[config.mk]
export PLATFORM = sky130hd
export DESIGN_NAME = bist_observer_reg
export DESIGN_NICKNAME = d
export VERILOG_FILES = /design/src/rtl/bist_observer_pkg.sv /design/src/rtl/bist_mode_decode.sv /design/src/rtl/bist_feedback.sv /design/src/rtl/bist_stage.sv /design/src/rtl/bist_observer_reg.sv
export SDC_FILE = /design/constraint.sdc
export NUM_CORES = 1
export LEC_CHECK = 0
export CORE_AREA = 2 2 39 41
export CTS_CLUSTER_DIAMETER = 80
export DETAILED_ROUTE_END_ITERATION = 10
export DIE_AREA = 0 0 41 43
export PLACE_DENSITY = 0.36
export SLEW_MARGIN = 20
export SYNTH_ARGS = -nofsm -noshare
export SYNTH_HDL_FRONTEND = slang
export SYNTH_SLANG_ARGS = --single-unit
[constraint.sdc]
create_clock -name clk -period 2.2 [get_ports clk]
set_clock_uncertainty 0.1 [all_clocks]
set_input_delay 0.44 -clock clk [delete_from_list [all_inputs] [get_ports clk]]
set_output_delay 0.44 -clock clk [all_outputs]
set_load 0.05 [all_outputs]
[src/rtl/bist_observer_pkg.sv]
package bist_observer_pkg;
  typedef enum logic [1:0] {
    OP_PARALLEL = 2'd0,
    OP_SHIFT    = 2'd1,
    OP_FEEDBACK = 2'd2,
    OP_CLEAR    = 2'd3
  } op_mode_t;
endpackage

[src/rtl/bist_mode_decode.sv]
module bist_mode_decode
  import bist_observer_pkg::*;
(
  input  logic     code_b0,
  input  logic     code_b1,
  output op_mode_t op
);
  // Code assignment is fixed by the test controller that drives it.
  always_comb begin
    unique case ({code_b1, code_b0})
      2'b11:   op = OP_PARALLEL;
      2'b00:   op = OP_SHIFT;
      2'b01:   op = OP_FEEDBACK;
      default: op = OP_CLEAR;
    endcase
  end
endmodule

[src/rtl/bist_feedback.sv]
module bist_feedback #(
  parameter int          WIDTH    = 3,
  parameter logic [WIDTH-1:0] TAP_MASK = 3'b110
) (
  input  logic [WIDTH-1:0] cur,
  output logic             fb
);
  // The feedback bit is the XOR of the tapped stages.
  assign fb = ^(cur & TAP_MASK);
endmodule

[src/rtl/bist_stage.sv]
module bist_stage
  import bist_observer_pkg::*;
(
  input  logic     clk,
  input  logic     rst,
  input  op_mode_t op,
  input  logic     par_bit,
  input  logic     shift_src,
  input  logic     loop_src,
  output logic     q
);
  logic nxt;

  always_comb begin
    unique case (op)
      OP_PARALLEL: nxt = par_bit;
      OP_SHIFT:    nxt = shift_src;
      OP_FEEDBACK: nxt = loop_src ^ par_bit;
      default:     nxt = 1'b0;
    endcase
  end

  always_ff @(posedge clk) begin
    if (rst) q <= 1'b0;
    else     q <= nxt;
  end
endmodule

[src/rtl/bist_observer_reg.sv]
module bist_observer_reg
  import bist_observer_pkg::*;
#(
  parameter int               WIDTH    = 3,
  parameter logic [WIDTH-1:0] TAP_MASK = 3'b110
) (
  input  logic             clk,
  input  logic             rst,
  input  logic             mode_b0,
  input  logic             mode_b1,
  input  logic [WIDTH-1:0] par_in,
  input  logic             scan_in,
  output logic [WIDTH-1:0] state_out,
  output logic             scan_out
);
  localparam int LAST = WIDTH - 1;

  op_mode_t        op;
  logic            fb;
  logic [WIDTH-1:0] st;
  logic [WIDTH-1:0] shift_src;
  logic [WIDTH-1:0] loop_src;

  bist_mode_decode u_dec (
    .code_b0 (mode_b0),
    .code_b1 (mode_b1),
    .op      (op)
  );

  bist_feedback #(.WIDTH(WIDTH), .TAP_MASK(TAP_MASK)) u_fb (
    .cur (st),
    .fb  (fb)
  );

  // Stage 0 takes scan_in in shift mode and the feedback bit in feedback mode.
  // Every later stage takes its predecessor in both modes.
  genvar gi;
  generate
    for (gi = 0; gi < WIDTH; gi++) begin : g_stage
      if (gi == 0) begin : g_head
        assign shift_src[gi] = scan_in;
        assign loop_src[gi]  = fb;
      end else begin : g_body
        assign shift_src[gi] = st[gi-1];
        assign loop_src[gi]  = st[gi-1];
      end
      bist_stage u_stage (
        .clk       (clk),
        .rst       (rst),
        .op        (op),
        .par_bit   (par_in[gi]),
        .shift_src (shift_src[gi]),
        .loop_src  (loop_src[gi]),
        .q         (st[gi])
      );
    end
  endgenerate

  assign state_out = st;
  assign scan_out  = st[LAST];

  // reset clears every stage
  a_r1_reset_clears: assert property (@(posedge clk)
    rst |=> (state_out == '0));

  // parallel mode loads the data inputs
  a_r2_parallel_load: assert property (@(posedge clk) disable iff (rst)
    (mode_b0 && mode_b1) |=> (state_out == $past(par_in)));

  // scan mode shifts toward stage LAST
  a_r3_scan_shift: assert property (@(posedge clk) disable iff (rst)
    (!mode_b0 && !mode_b1) |=>
      (state_out == {$past(state_out[LAST-1:0]), $past(scan_in)}));

  // clear mode empties the register
  a_r5_sync_clear: assert property (@(posedge clk) disable iff (rst)
    (!mode_b0 && mode_b1) |=> (state_out == '0));

  // feedback mode, later stages take the predecessor XOR data
  a_r6_feedback_body: assert property (@(posedge clk) disable iff (rst)
    (mode_b0 && !mode_b1) |=>
      (state_out[LAST:1] == ($past(state_out[LAST-1:0]) ^ $past(par_in[LAST:1]))));

  // the zero state does not leave zero without input
  a_r8_zero_lockup: assert property (@(posedge clk) disable iff (rst)
    (mode_b0 && !mode_b1 && state_out == '0 && par_in == '0) |=> (state_out == '0));
endmodule

---- Word level (Yosys, flattened, before mapping) ----
Cells that the tools add are included.
operators by class
  equal/unequal tests ..................... 4
  mux-type cells .......................... 4
  bitwise gates (word level) .............. 3
  reductions and logical operators ........ 3
operators by type and width
  cell                number
  $pmux 1 s3          3
  $pmux 2 s3          1
  $eq 2x1->1 const B  2
  $eq 2x2->1 const B  2
  $logic_not 2->1     2
  $reduce_xor 3->1    1
  $xor 1x1->1         3
word-level totals
  register bits ........................... 3
  bits of input ports ..................... 8
  output and inout bits ................... 4
  logic and storage cells ................. 17

---- Longest topological paths before layout ----
Gate-level depths: netlist of the first run.
  depth after elaboration ................. 4
  gate-level depth with buffers ........... 3
  mapped depth without buffers ............ 3

---- Hierarchy ----
From an unflattened synthesis of the first run, not the netlist that was laid out.
unflattened totals
  cell total of the unflattened synthesis .. 28
  area, all modules ....................... 224.0 um^2
by module, submodules not included
  module             instances  cells an instance  area an instance (um^2)  sequential area each (um^2)
  bist_stage         3          7                  56.3                     20.0
  bist_mode_decode   1          5                  38.8                     0.0
  bist_feedback      1          1                  8.8                      0.0
  bist_observer_reg  1          1                  7.5                      0.0

---- Worst setup path after synthesis of the first run ----
OpenSTA, ideal clock, no wires.
  kind .................................... register -> output
  from .................................... register g_stage[2].u_stage.q
  to ...................................... output state_out[2]
  arrival time ............................ 0.930 ns
  required time ........................... 1.660 ns
  setup slack ............................. 0.730 ns
  cell stages (with the launch flop) ...... 2
  buffers on the path ..................... 1
  cells stage by stage .................... dfxtp_1 buf_4
RTL lines
  what                    RTL line                 RTL
  start, declared         bist_stage.sv:10         output logic q
  start signal, assigned  bist_stage.sv:25         else q <= nxt;
  end, declared           bist_observer_reg.sv:13  output logic [WIDTH-1:0] state_out,
No word-level cell between the ends.

---- Final worst setup path of the first run ----
  from .................................... register g_stage[1].u_stage.q
  to ...................................... output state_out[1]
RTL lines
  what                    RTL line
  start, declared         bist_stage.sv:10
  start signal, assigned  bist_stage.sv:25
No word-level cell between the ends.

==> flow_summary.yaml, run 1 <==
pwr:
  total_power_w: 0.000217
  leakagePower_nw: 0.120
  power_density_nw_per_um2: 671
  peakVddDrop_mv: 0.174
floorplanning:
  start_util_pct: 13.7
  die_width_um: 41
  pin_count: 12
  die_h_um: 43
  die-area_um2: 1760
  core_area_um2: 1380
  num_rows: 14
timing:
  period_share_pct: 88.2
  slew_violations: 0
  hold_violations: 0
  final.min_clock_period_ns: 1.94
  max_freq_ghz: 0.516
  maxSlewHeadroom_pct: 67.2
  worst_pin_slew_ns: 0.490
  tns_ns: 0
  finalSetupViolations: 0
  grt_setup_unrepaired: "false"
clock_tree:
  cts_hold_buf: 0
  cts-resized-gates: 0
  post_cts_buffers: 0
  clock-sinks: 3
  cts_tree: "built"
  cts_max_level: 1
  clk_latency_ns: 0.23
  path_clk_slew_ns: 0.04
  root_buffer: "clkbuf_4"
  cts_buffers: 3
  cts_buffer_depth: 2
cells_and_area:
  reg_top3: "g_stage.u_stage.q: 3 flops"
  fin_nets: 43
  syn_to_final_growth_pct: 70.9
  fin_area_um2: 323
  largest_reg_flops: 3
  layout-drive-gt1-share_pct: 11.8
  diodes: 0
  largest-register: "g_stage.u_stage.q"
synthesis:
  syn_area_per_cell_um2: 8.59
  netlist_instances: 22
  synth_area_um2: 189
  yosys_warnings: 0
  synthSimpleGateAreaFrac_pct: 31.1
  synth_top_family_by_area: "simple AND/OR/NAND/NOR gates"
  synth_top_area_share_pct: 31.8
  synth.mux.area_fraction_pct: 0
  netlist_top_cells_area: "dfxtp_1 (32%), buf_4 (12%), xnor2_1 (9.3%), nand2_1 (7.9%), nor4b_2 (7.9%)"
  synth_compound_area_share_pct: 9.27
  yosys_register_bits: 3
  synthAdderAreaFrac_pct: 0
  seq_area_frac_synth_pct: 31.8
  yosys.area_share.xor_xnor_pct: 13.9
  synth.distinct_cells: 12
  synth_top_area_cell: "dfxtp_1"
  syn_nets: 30
global_route:
  grt_antenna_before_repair: 0
  track_usage_pct: 5.82
  grt_pass1_wl_um: 600
  grt_max_degree: 7
  grt_pass1_vias: 148
  gr-total-overflow: 0
worst_hold_path:
  hp-class: "flop to flop"
route:
  drt-initial-drc-count: 0
  wl_per_cell_um: 8.04
  ant_nets: 0
  dr.pass1.iters: 1
  via_per_inst: 3.66
  post-route-drc-count: 0
  via_count: 183
  drt-total-wl_um: 402
critical_path:
  path_buf_inv: 1
  crit_type: "flop to primary output"
  path_cells: "clkdlybuf4s50_1"
  crit_family: "buffers and inverters"
  crit_fanout: 3
  crit_slowest_cell: "clkdlybuf4s50_1"
  worstPathArrival_ns: 1.40
  worstSetupStartpointType: "flop"
  worstPathRequired_ns: 1.66
  crit_path_end_kind: "primary output"
  crit_path_max_incr_delay_ns: 0.81
placement:
  detailed_place_hpwl_um: 320
  placed_cell_area_um2: 297
  gp_congestion: 0.616
  port_buffers: 11
run:
  drv_cap: 0
outcome:
  status: "complete, no violations"
## cell type report
cell class,instances,area [um^2]
Tap cell,16,20.0
Timing Repair Buffer,11,110
Inverter,1,3.75
Clock buffer,4,26.3
Multi-Input combinational cell,15,103
Sequential cell,3,60.1
Fill cell,163,1060
## placed cells by master, fill, tap and decap left out
master / synthesis / layout
nor2_1: 2 / 2
clkbuf_4: 0 / 3
o311ai_1: 1 / 1
nand2_1: 4 / 4
nand2b_1: 2 / 2
a41oi_1: 1 / 1
xor2_1: 1 / 1
dfxtp_1: 3 / 3
xnor2_1: 2 / 2
clkdlybuf4s50_1: 0 / 11
inv_1: 1 / 1
nor4b_1: 1 / 1
nor4b_2: 1 / 1
clkbuf_1: 0 / 1
## per-stage QoR
step | utilization, % | worst slack, ns | hold slack (ns) | cells
3_5_place_dp | 21.4 | 0.495 | 0.453 | 46
4_1_cts | 23.3 | 0.237 | 0.462 | 50
2_1_floorplan | - | 0.730 | 0.412 | 22
5_1_grt | 23.3 | 0.187 | 0.542 | 50
3_3_place_gp | 21.4 | 0.490 | 0.449 | 46
6_report | 23.3 | 0.260 | 0.450 | 50
## metal layers
layer / routed length [um] / global-route usage (%) / share of wire, %
met1: 179 / 7.07 / 45
met2: 167 / 5.63 / 42
met3: 50 / 4.71 / 12
met4: 4 / 6.00 / 1.0
met5: 0 / 0 / 0
## final timing paths
path | slack [ns] | startpoint | cells after the start | endpoint
min reg2reg | 0.45 | g_stage[0].u_stage.q | 3 | g_stage[1].u_stage.q
min | 0.45 | g_stage[0].u_stage.q | 3 | g_stage[1].u_stage.q
max | 0.26 | g_stage[1].u_stage.q | 1 | state_out[1]
max reg2reg | 1.27 | g_stage[2].u_stage.q | 2 | g_stage[0].u_stage.q
## report_power, final
group	internal, W	switching, W	leakage (nW)
combinational	0.0000272	0.0000321	0.0798
sequential	0.0000591	0.00000290	0.0248
clock	0.0000679	0.0000276	0.0150
total	0.000154	0.0000626	0.120
## synth_stat cells, drive strengths merged
cell and count:
nand2b 2, nand2 4, nor4b 2, nor2 2, buf 3, a41oi 1
o311ai 1, inv 1, xnor2 2, xor2 1, dfxtp 3
## logic make-up (layout without fill, tap and decap cells)
logic type | count (synthesis) | count (layout)
simple gates | 10 | 10
buf+inv | 4 | 16
xor+xnor | 3 | 3
flops | 3 | 3
compound gates | 2 | 2
## worst min-delay path: stages, from the launching register on
cell and delay, ns:
dfxtp_1 0.30, nand2b_1 0.08, xnor2_1 0.07, nor2_1 0.07
Power figures use the tool's default switching activity.
==> run 2, diff against run 1 <==
Settings changed: GPL_ROUTABILITY_DRIVEN set to 1.
==> results of run 2 <==
The final DEF is identical to that of run 1; final timing and power are the same.
